## src/rtl/brl_pkg.sv

```systemverilog
package brl_pkg;

  typedef enum logic [2:0] {
    CND_NEG    = 3'd0,
    CND_ZERO   = 3'd1,
    CND_CARRY  = 3'd2,
    CND_OVF    = 3'd3,
    CND_LOWSAM = 3'd4,
    CND_LESS   = 3'd5,
    CND_LESSEQ = 3'd6,
    CND_TRUE   = 3'd7
  } cond_sel_e;

  typedef struct packed {
    logic n;
    logic z;
    logic c;
    logic v;
  } flags_t;

  // field positions are decoded by the instruction encoder, keep them fixed
  typedef struct packed {
    logic        fmt_hi;   // 31
    logic        fmt_lo;   // 30
    logic        rel_tgt;  // 29
    logic        do_link;  // 28
    logic        invert;   // 27
    cond_sel_e   sel;      // 26:24
    logic [23:0] ofs;      // 23:0
  } br_word_t;

endpackage

```

## src/rtl/brl_cond_eval.sv

```systemverilog
module brl_cond_eval
  import brl_pkg::*;
(
  input  flags_t    flags,
  input  cond_sel_e sel,
  input  logic      invert,
  output logic      hit
);

  logic base;

  always_comb begin
    unique case (sel)
      CND_NEG:    base = flags.n;
      CND_ZERO:   base = flags.z;
      CND_CARRY:  base = flags.c;
      CND_OVF:    base = flags.v;
      CND_LOWSAM: base = flags.c | flags.z;
      CND_LESS:   base = flags.n ^ flags.v;
      CND_LESSEQ: base = (flags.n ^ flags.v) | flags.z;
      default:    base = 1'b1;
    endcase
  end

  assign hit = base ^ invert;

endmodule

```

## src/rtl/brl_target.sv

```systemverilog
module brl_target #(
  parameter int PC_W  = 30,
  parameter int XLEN  = 32,
  parameter int OFS_W = 24
) (
  input  logic [PC_W-1:0]  pc_inc,
  input  logic [XLEN-1:0]  rc_val,
  input  logic [OFS_W-1:0] ofs,
  input  logic             rel_tgt,
  output logic [PC_W-1:0]  target
);

  logic [PC_W-1:0] ofs_ext;
  logic [PC_W-1:0] reg_tgt;
  logic [XLEN-1:0] rc_words;

  assign ofs_ext  = PC_W'($signed(ofs));
  assign rc_words = rc_val >> 2;
  assign reg_tgt  = PC_W'(rc_words);

  always_comb begin
    if (rel_tgt) target = pc_inc + ofs_ext;
    else         target = reg_tgt;
  end

endmodule

```

## src/rtl/branch_link_unit.sv

```systemverilog
module branch_link_unit
  import brl_pkg::*;
#(
  parameter int PC_W     = 30,
  parameter int XLEN     = 32,
  parameter int LINK_REG = 15
) (
  input  logic [31:0]     instr,
  input  logic [PC_W-1:0] pc_inc,
  input  logic            flag_n,
  input  logic            flag_z,
  input  logic            flag_c,
  input  logic            flag_v,
  input  logic [XLEN-1:0] rc_val,
  output logic [PC_W-1:0] next_pc,
  output logic            taken,
  output logic            link_we,
  output logic [3:0]      link_idx,
  output logic [XLEN-1:0] link_data,
  output logic            link_upd_nz
);

  localparam int OFS_W  = 24;
  localparam int BYTE_W = PC_W + 2;

  br_word_t        bw;
  flags_t          flags;
  logic            is_branch;
  logic            cond_hit;
  logic [PC_W-1:0] target;
  logic [BYTE_W-1:0] ret_bytes;

  assign bw        = br_word_t'(instr);
  assign flags     = '{n: flag_n, z: flag_z, c: flag_c, v: flag_v};
  assign is_branch = bw.fmt_hi & bw.fmt_lo;

  brl_cond_eval u_cond (
    .flags  (flags),
    .sel    (bw.sel),
    .invert (bw.invert),
    .hit    (cond_hit)
  );

  brl_target #(.PC_W(PC_W), .XLEN(XLEN), .OFS_W(OFS_W)) u_tgt (
    .pc_inc  (pc_inc),
    .rc_val  (rc_val),
    .ofs     (bw.ofs),
    .rel_tgt (bw.rel_tgt),
    .target  (target)
  );

  assign ret_bytes = {pc_inc, 2'b00};

  always_comb begin
    taken       = is_branch & cond_hit;
    next_pc     = taken ? target : pc_inc;
    link_we     = taken & bw.do_link;
    link_upd_nz = link_we;
    link_idx    = 4'(LINK_REG);
    link_data   = XLEN'(ret_bytes);
  end

endmodule

```

## config.mk

```make
export PLATFORM = sky130hd
export DESIGN_NAME = branch_link_unit
export DESIGN_NICKNAME = d
export VERILOG_FILES = /design/src/rtl/brl_pkg.sv /design/src/rtl/brl_cond_eval.sv /design/src/rtl/brl_target.sv /design/src/rtl/branch_link_unit.sv
export SDC_FILE = /design/constraint.sdc
export NUM_CORES = 1
export LEC_CHECK = 0
export CORE_MARGIN = 2
export CORE_UTILIZATION = 42
export DETAILED_ROUTE_END_ITERATION = 10
export GPL_TIMING_DRIVEN = 0
export PLACE_DENSITY = 0.94
export SYNTH_ARGS = -nofsm -noshare
export SYNTH_HDL_FRONTEND = slang
export SYNTH_SLANG_ARGS = --single-unit
```

## constraint.sdc

```tcl
create_clock -name vclk -period 8.5
set_input_delay 1.275 -clock vclk [all_inputs]
set_output_delay 1.275 -clock vclk [all_outputs]
set_load 0.005 [all_outputs]
```

==> results of run 1 <==
==> worst max-delay path, delay by kind of cell <==
family	cells	cell delay, ns
XOR/XNOR	1	0.16
buffers and inverters	2	0.95
AND/OR/NAND/NOR	2	0.29
adder cells (fa/ha/maj)	2	0.67
AO/OA/AOI/OAI	5	1.20
==> through the flow <==
step	hold WS (ns)	total power [mW]	util [%]	setup WS, ns
after floorplan	2.63	0.154	-	3.94
after global placement	3.55	0.272	72.4	2.76
after detailed placement	3.55	0.280	72.4	2.74
after CTS	3.56	0.282	72.4	2.72
after global routing	3.59	0.310	72.4	2.47
final	3.55	0.284	72.4	2.68
==> synthesized netlist by cell type, types with 2 or more instances <==
cell,instances,area share [%]
inv_1,8,1.2
o21ai_0,29,5.6
a21o_1,22,6.4
a21oi_2,2,0.68
o21bai_1,5,1.5
a211oi_1,6,1.7
nand2_1,45,6.5
a22oi_1,2,0.58
xor2_1,10,3.4
and4_1,2,0.68
nor3b_1,9,2.6
nor2_1,19,2.8
a31oi_1,8,1.9
nor3_1,6,1.2
nor2b_1,2,0.48
nor4_1,2,0.48
o21ai_1,6,1.2
and2_1,2,0.48
a21oi_1,29,5.6
nand4_1,5,1.2
ha_1,29,14
buf_4,38,11
nand3_1,13,2.5
or3_1,3,0.73
o21a_1,3,0.87
mux2i_1,20,7.7
clkbuf_1,16,2.3
conb_1,2,0.29
o211ai_1,2,0.58
xnor2_1,14,4.7
==> cells by family after synthesis <==
group / synth area share, %
simple gates: 21.1
compound gates: 31.9
buf+inv: 15.1
other cells: 0.291
xor+xnor: 8.13
mux: 8.62
fa+ha+maj: 14.8
==> routing by layer <==
metal | up-vias | global-route usage, %
met5 | - | 0
met2 | 179 | 47.7
met3 | 19 | 2.61
met4 | 0 | 6.67
li1 | 1688 | -
met1 | 1525 | 32.7
==> worst paths after layout <==
path        from     endpoint  slack, ns  depth (start not counted)
max    pc_inc[0]  next_pc[26]       2.68                         12
min   pc_inc[24]  next_pc[24]       3.55                          4
==> cell type report <==
type / instances / area [um^2]
multi-input combinational: 323 / 2210
fill: 465 / 1640
timing repair buffer: 159 / 1590
buffer: 56 / 362
tap: 75 / 93.8
inverter: 8 / 30.0
==> power breakdown <==
| part | leakage, nW | internal (mW) | switching (mW) | total (mW) |
|---|---|---|---|---|
| registers | 0 | 0 | 0 | 0 |
| clock network | 0 | 0 | 0 | 0 |
| logic | 1.91 | 0.157 | 0.126 | 0.284 |
==> reports/qor.csv, run 1 <==
metric,value,unit
routed vias,3411,
max cap viols,0,
Worst slew margin,42.7,%
Post-Syn Area per Cell,6.75,um^2
Reg area,0,um^2
Worst EP required,7.22,ns
Die X,82.5,um
post-route cell area,0.00429,mm^2
# clk buffers,0,
Worst path most repeated cell,clkdlybuf4s50_1,
detailed-placement wirelength estimate,7650,um
"commonest non-fill, non-tap cell in the layout",clkdlybuf4s50_1,
"critical path, cell by cell",clkdlybuf4s50_1 -> ha_1 -> fa_1 -> a211o_2 -> a21oi_2 -> or4_4 -> a211o_1 -> nand3_1 -> a31oi_1 -> xnor2_1 -> o221a_1 -> clkdlybuf4s50_1,
Worst Max-Slew Pin Slew,0.860,ns
Worst Setup End Kind,output port,
postcts setup bufs,0,
CP max FO,3,
RSZ-0062 raised after global routing,no,
starting density of the core,43.7,%
initial antenna violation count,0,
post-placement cell count,621,
final setup vio count,0,
first-pass GRT wire length,14500,um
Pre-antenna DRT Iters,5,
"Seq/Total Area, Yosys",0,%
Synth cell types,54,
synthesized area,0.00258,mm^2
DRT iter0 DRCs,231,
Final Cycle Share,68.5,%
metal3 WL,807,um
total negative slack,0,ns
Syn Inst Count,383,
Hold Path Class,in2out,
area delta synth->final,65.8,%
DRC,0,
Via density,5.49,
Core Rows,28,
vias in the first global route,3323,
fmax,0.172,GHz
fin crit period,5.82,ns
crit path DAT,4.55,ns
post-route ant nets,0,
Slowest cell on crit path,clkdlybuf4s50_1,
CP peak stage delay,0.51,ns
DR top layer,met4,
WL met1,3620,um
critical path startpoint category,input port,
final RePlAce weighted congestion,0.919,
Die H,82.5,um
metal2 WL,4550,um
Finished Layout Cells,621,
largest net degree at the start of global routing,11,
Inserted Diodes,0,
Lkg Pwr,1.91,nW
power density over the cells,66.2,mW/mm^2
PostCTS Resize Cnt,0,
"commonest cells after routing, fill and taps aside","159 x clkdlybuf4s50_1, 45 x nand2_1, 38 x buf_4",
fin nets,676,
# port buffers,159,
Pins Over Slew Limit,0,
Total GRT Usage,26.2,%
Top Ports,167,
sequential cell count,0,
Core Area,0.00592,mm^2
die area,0.00680,mm^2
grt ovf,0,
WL final,9150,um
VDD IR max,0.0367,mV
CTS Hold Bufs,0,
status,completed,
critical path type,in2out,
yosys warns,0,
Post-DP Area,0.00429,mm^2
routed len/inst,14.7,um
share of cells above drive strength 1,9.34,%
Final Hold Viols,0,
(Power assumes the default switching activity.)
==> run 2, diff against run 1 <==
--- a/config.mk
+++ b/config.mk
@@ -6,10 +6,10 @@
 export NUM_CORES = 1
 export LEC_CHECK = 0
 export CORE_MARGIN = 2
-export CORE_UTILIZATION = 42
+export CORE_UTILIZATION = 39
 export DETAILED_ROUTE_END_ITERATION = 10
 export GPL_TIMING_DRIVEN = 0
-export PLACE_DENSITY = 0.94
+export PLACE_DENSITY = 0.89
 export SYNTH_ARGS = -nofsm -noshare
 export SYNTH_HDL_FRONTEND = slang
 export SYNTH_SLANG_ARGS = --single-unit
==> constraint.sdc (replaced) <==
create_clock -name vclk -period 5.9
set_input_delay 0.885 -clock vclk [all_inputs]
set_output_delay 0.885 -clock vclk [all_outputs]
set_load 0.005 [all_outputs]
==> run 2 against run 1 <==
First-iteration DRC count decreased by 42%. Cell count increased by 0.32%. Non-clock buffer count did not move.
==> reports/qor.csv, run 2 (synthesized netlist as in run 1, its figures left out) <==
metric,value,unit,change
status,completed,,
Die H,85.4,um,+3.6%
worst hold slack,2.75,ns,-0.803 ns
fin crit period,5.12,ns,
total negative slack,0,ns,unchanged
fin nets,676,,unchanged
"commonest cells after routing, fill and taps aside","159 x clkdlybuf4s50_1, 45 x nand2_1, 38 x buf_4",,
initial antenna violation count,0,,unchanged
Final Util,67.1,%,-5.2 points
starting density of the core,40.5,%,-3.2 points
Critical Path Start,pc_inc[0],,
# clk buffers,0,,unchanged
Pins Over Slew Limit,0,,unchanged
max cap viols,0,,unchanged
Worst slew margin,46.4,%,+3.8 points
Finished Layout Cells,623,,+0.32%
Core Area,0.00639,mm^2,+7.9%
Reg area,0,um^2,unchanged
final setup vio count,0,,unchanged
Final Hold Viols,0,,unchanged
VDD IR max,0.0540,mV,+47%
CP max FO,3,,unchanged
sequential cell count,0,,unchanged
die area,0.00730,mm^2,+7.3%
Lkg Pwr,1.91,nW,unchanged
Worst EP required,5.02,ns,-2.20 ns
Worst Max-Slew Pin Slew,0.804,ns,-0.0564 ns
WL final,9240,um,+1.0%
post-route ant nets,0,,unchanged
postcts setup bufs,0,,unchanged
Hold Path Class,in2out,,
first-pass GRT wire length,14900,um,+2.8%
vias in the first global route,3426,,+3.1%
# port buffers,159,,unchanged
final RePlAce weighted congestion,0.942,,+2.5%
Total GRT Usage,24.0,%,-2.2 points
critical path startpoint category,input port,,
Inserted Diodes,0,,unchanged
startpoint of the worst hold path,instr[28],,
RSZ-0062 raised after global routing,no,,
share of cells above drive strength 1,9.34,%,unchanged
crit path DAT,4.23,ns,-0.32 ns
total design power,0.408,mW,+44%
FILL cells,557,,+20%
routed vias,3394,,-0.50%
"commonest non-fill, non-tap cell in the layout",clkdlybuf4s50_1,,
area delta synth->final,65.9,%,about the same
power density over the cells,95.2,mW/mm^2,+44%
fmax,0.195,GHz,
Pre-antenna DRT Iters,5,,unchanged
detailed-placement wirelength estimate,7770,um,+1.6%
DRC,0,,unchanged
largest net degree at the start of global routing,11,,unchanged
PostCTS Resize Cnt,0,,unchanged
DRT iter0 DRCs,133,,-42%
Die X,85.4,um,+3.6%
critical path type,in2out,,
Final Cycle Share,86.8,%,
post-placement cell count,623,,+0.32%
Core Rows,29,,+3.6%
CTS Hold Bufs,0,,unchanged
grt ovf,0,,unchanged
routed len/inst,14.8,um,+0.71%
Worst Setup End Kind,output port,,
Top Ports,167,,unchanged
Via density,5.45,,-0.82%
==> run 2: cell counts in the layout (fill, tap and decap cells not counted) <==
Identical to the previous run, type by type.
==> run 2: power breakdown <==
group / internal (mW) / total, mW / switching [mW]
Combinational: 0.227 / 0.408 / 0.181
Sequential: 0 / 0 / 0
Clock: 0 / 0 / 0
Total: 0.227 / 0.408 / 0.181
==> run 2: per-layer routing <==
metal | GRT usage [%] | up-vias | part of all wire (%) | wire length [um]
li1 | - | 1690 | - | -
met4 | 6.64 | 0 | 1.7 | 153
met3 | 3.40 | 20 | 7.3 | 672
met2 | 45.1 | 156 | 50 | 4670
met5 | 0 | - | 0 | 0
met1 | 28.2 | 1528 | 41 | 3750
==> run 2: area by class of cell <==
class              instances  area [um^2]  share of cell area, %
well taps                 77         96.3                   2.25
repair buffers           159         1590                   37.1
multi-input cells        323         2210                   51.5
plain buffers             56          362                   8.43
inverters                  8         30.0                  0.700
==> run 2: worst max-delay path: stages <==
cell and delay [ns]:
clkdlybuf4s50_1 0.46, ha_1 0.25, fa_1 0.44, a211o_2 0.40, a21oi_2 0.20, or4_4 0.18
a211o_1 0.16, nand3_1 0.11, a31oi_1 0.26, xnor2_1 0.17, o221a_1 0.21, clkdlybuf4s50_1 0.51
==> run 2: per-stage QoR <==
stage          worst slack (ns)  instance area, um^2
2_1_floorplan              2.12                 2600
4_1_cts                   0.849                 4290
6_report                  0.782                 4290
3_3_place_gp              0.903                 4290
3_5_place_dp              0.887                 4290
5_1_grt                   0.672                 4290
==> run 2: worst paths after layout <==
path | end | depth (start not counted)
worst max-delay path | next_pc[26] | 12
worst min-delay path | link_upd_nz | 3
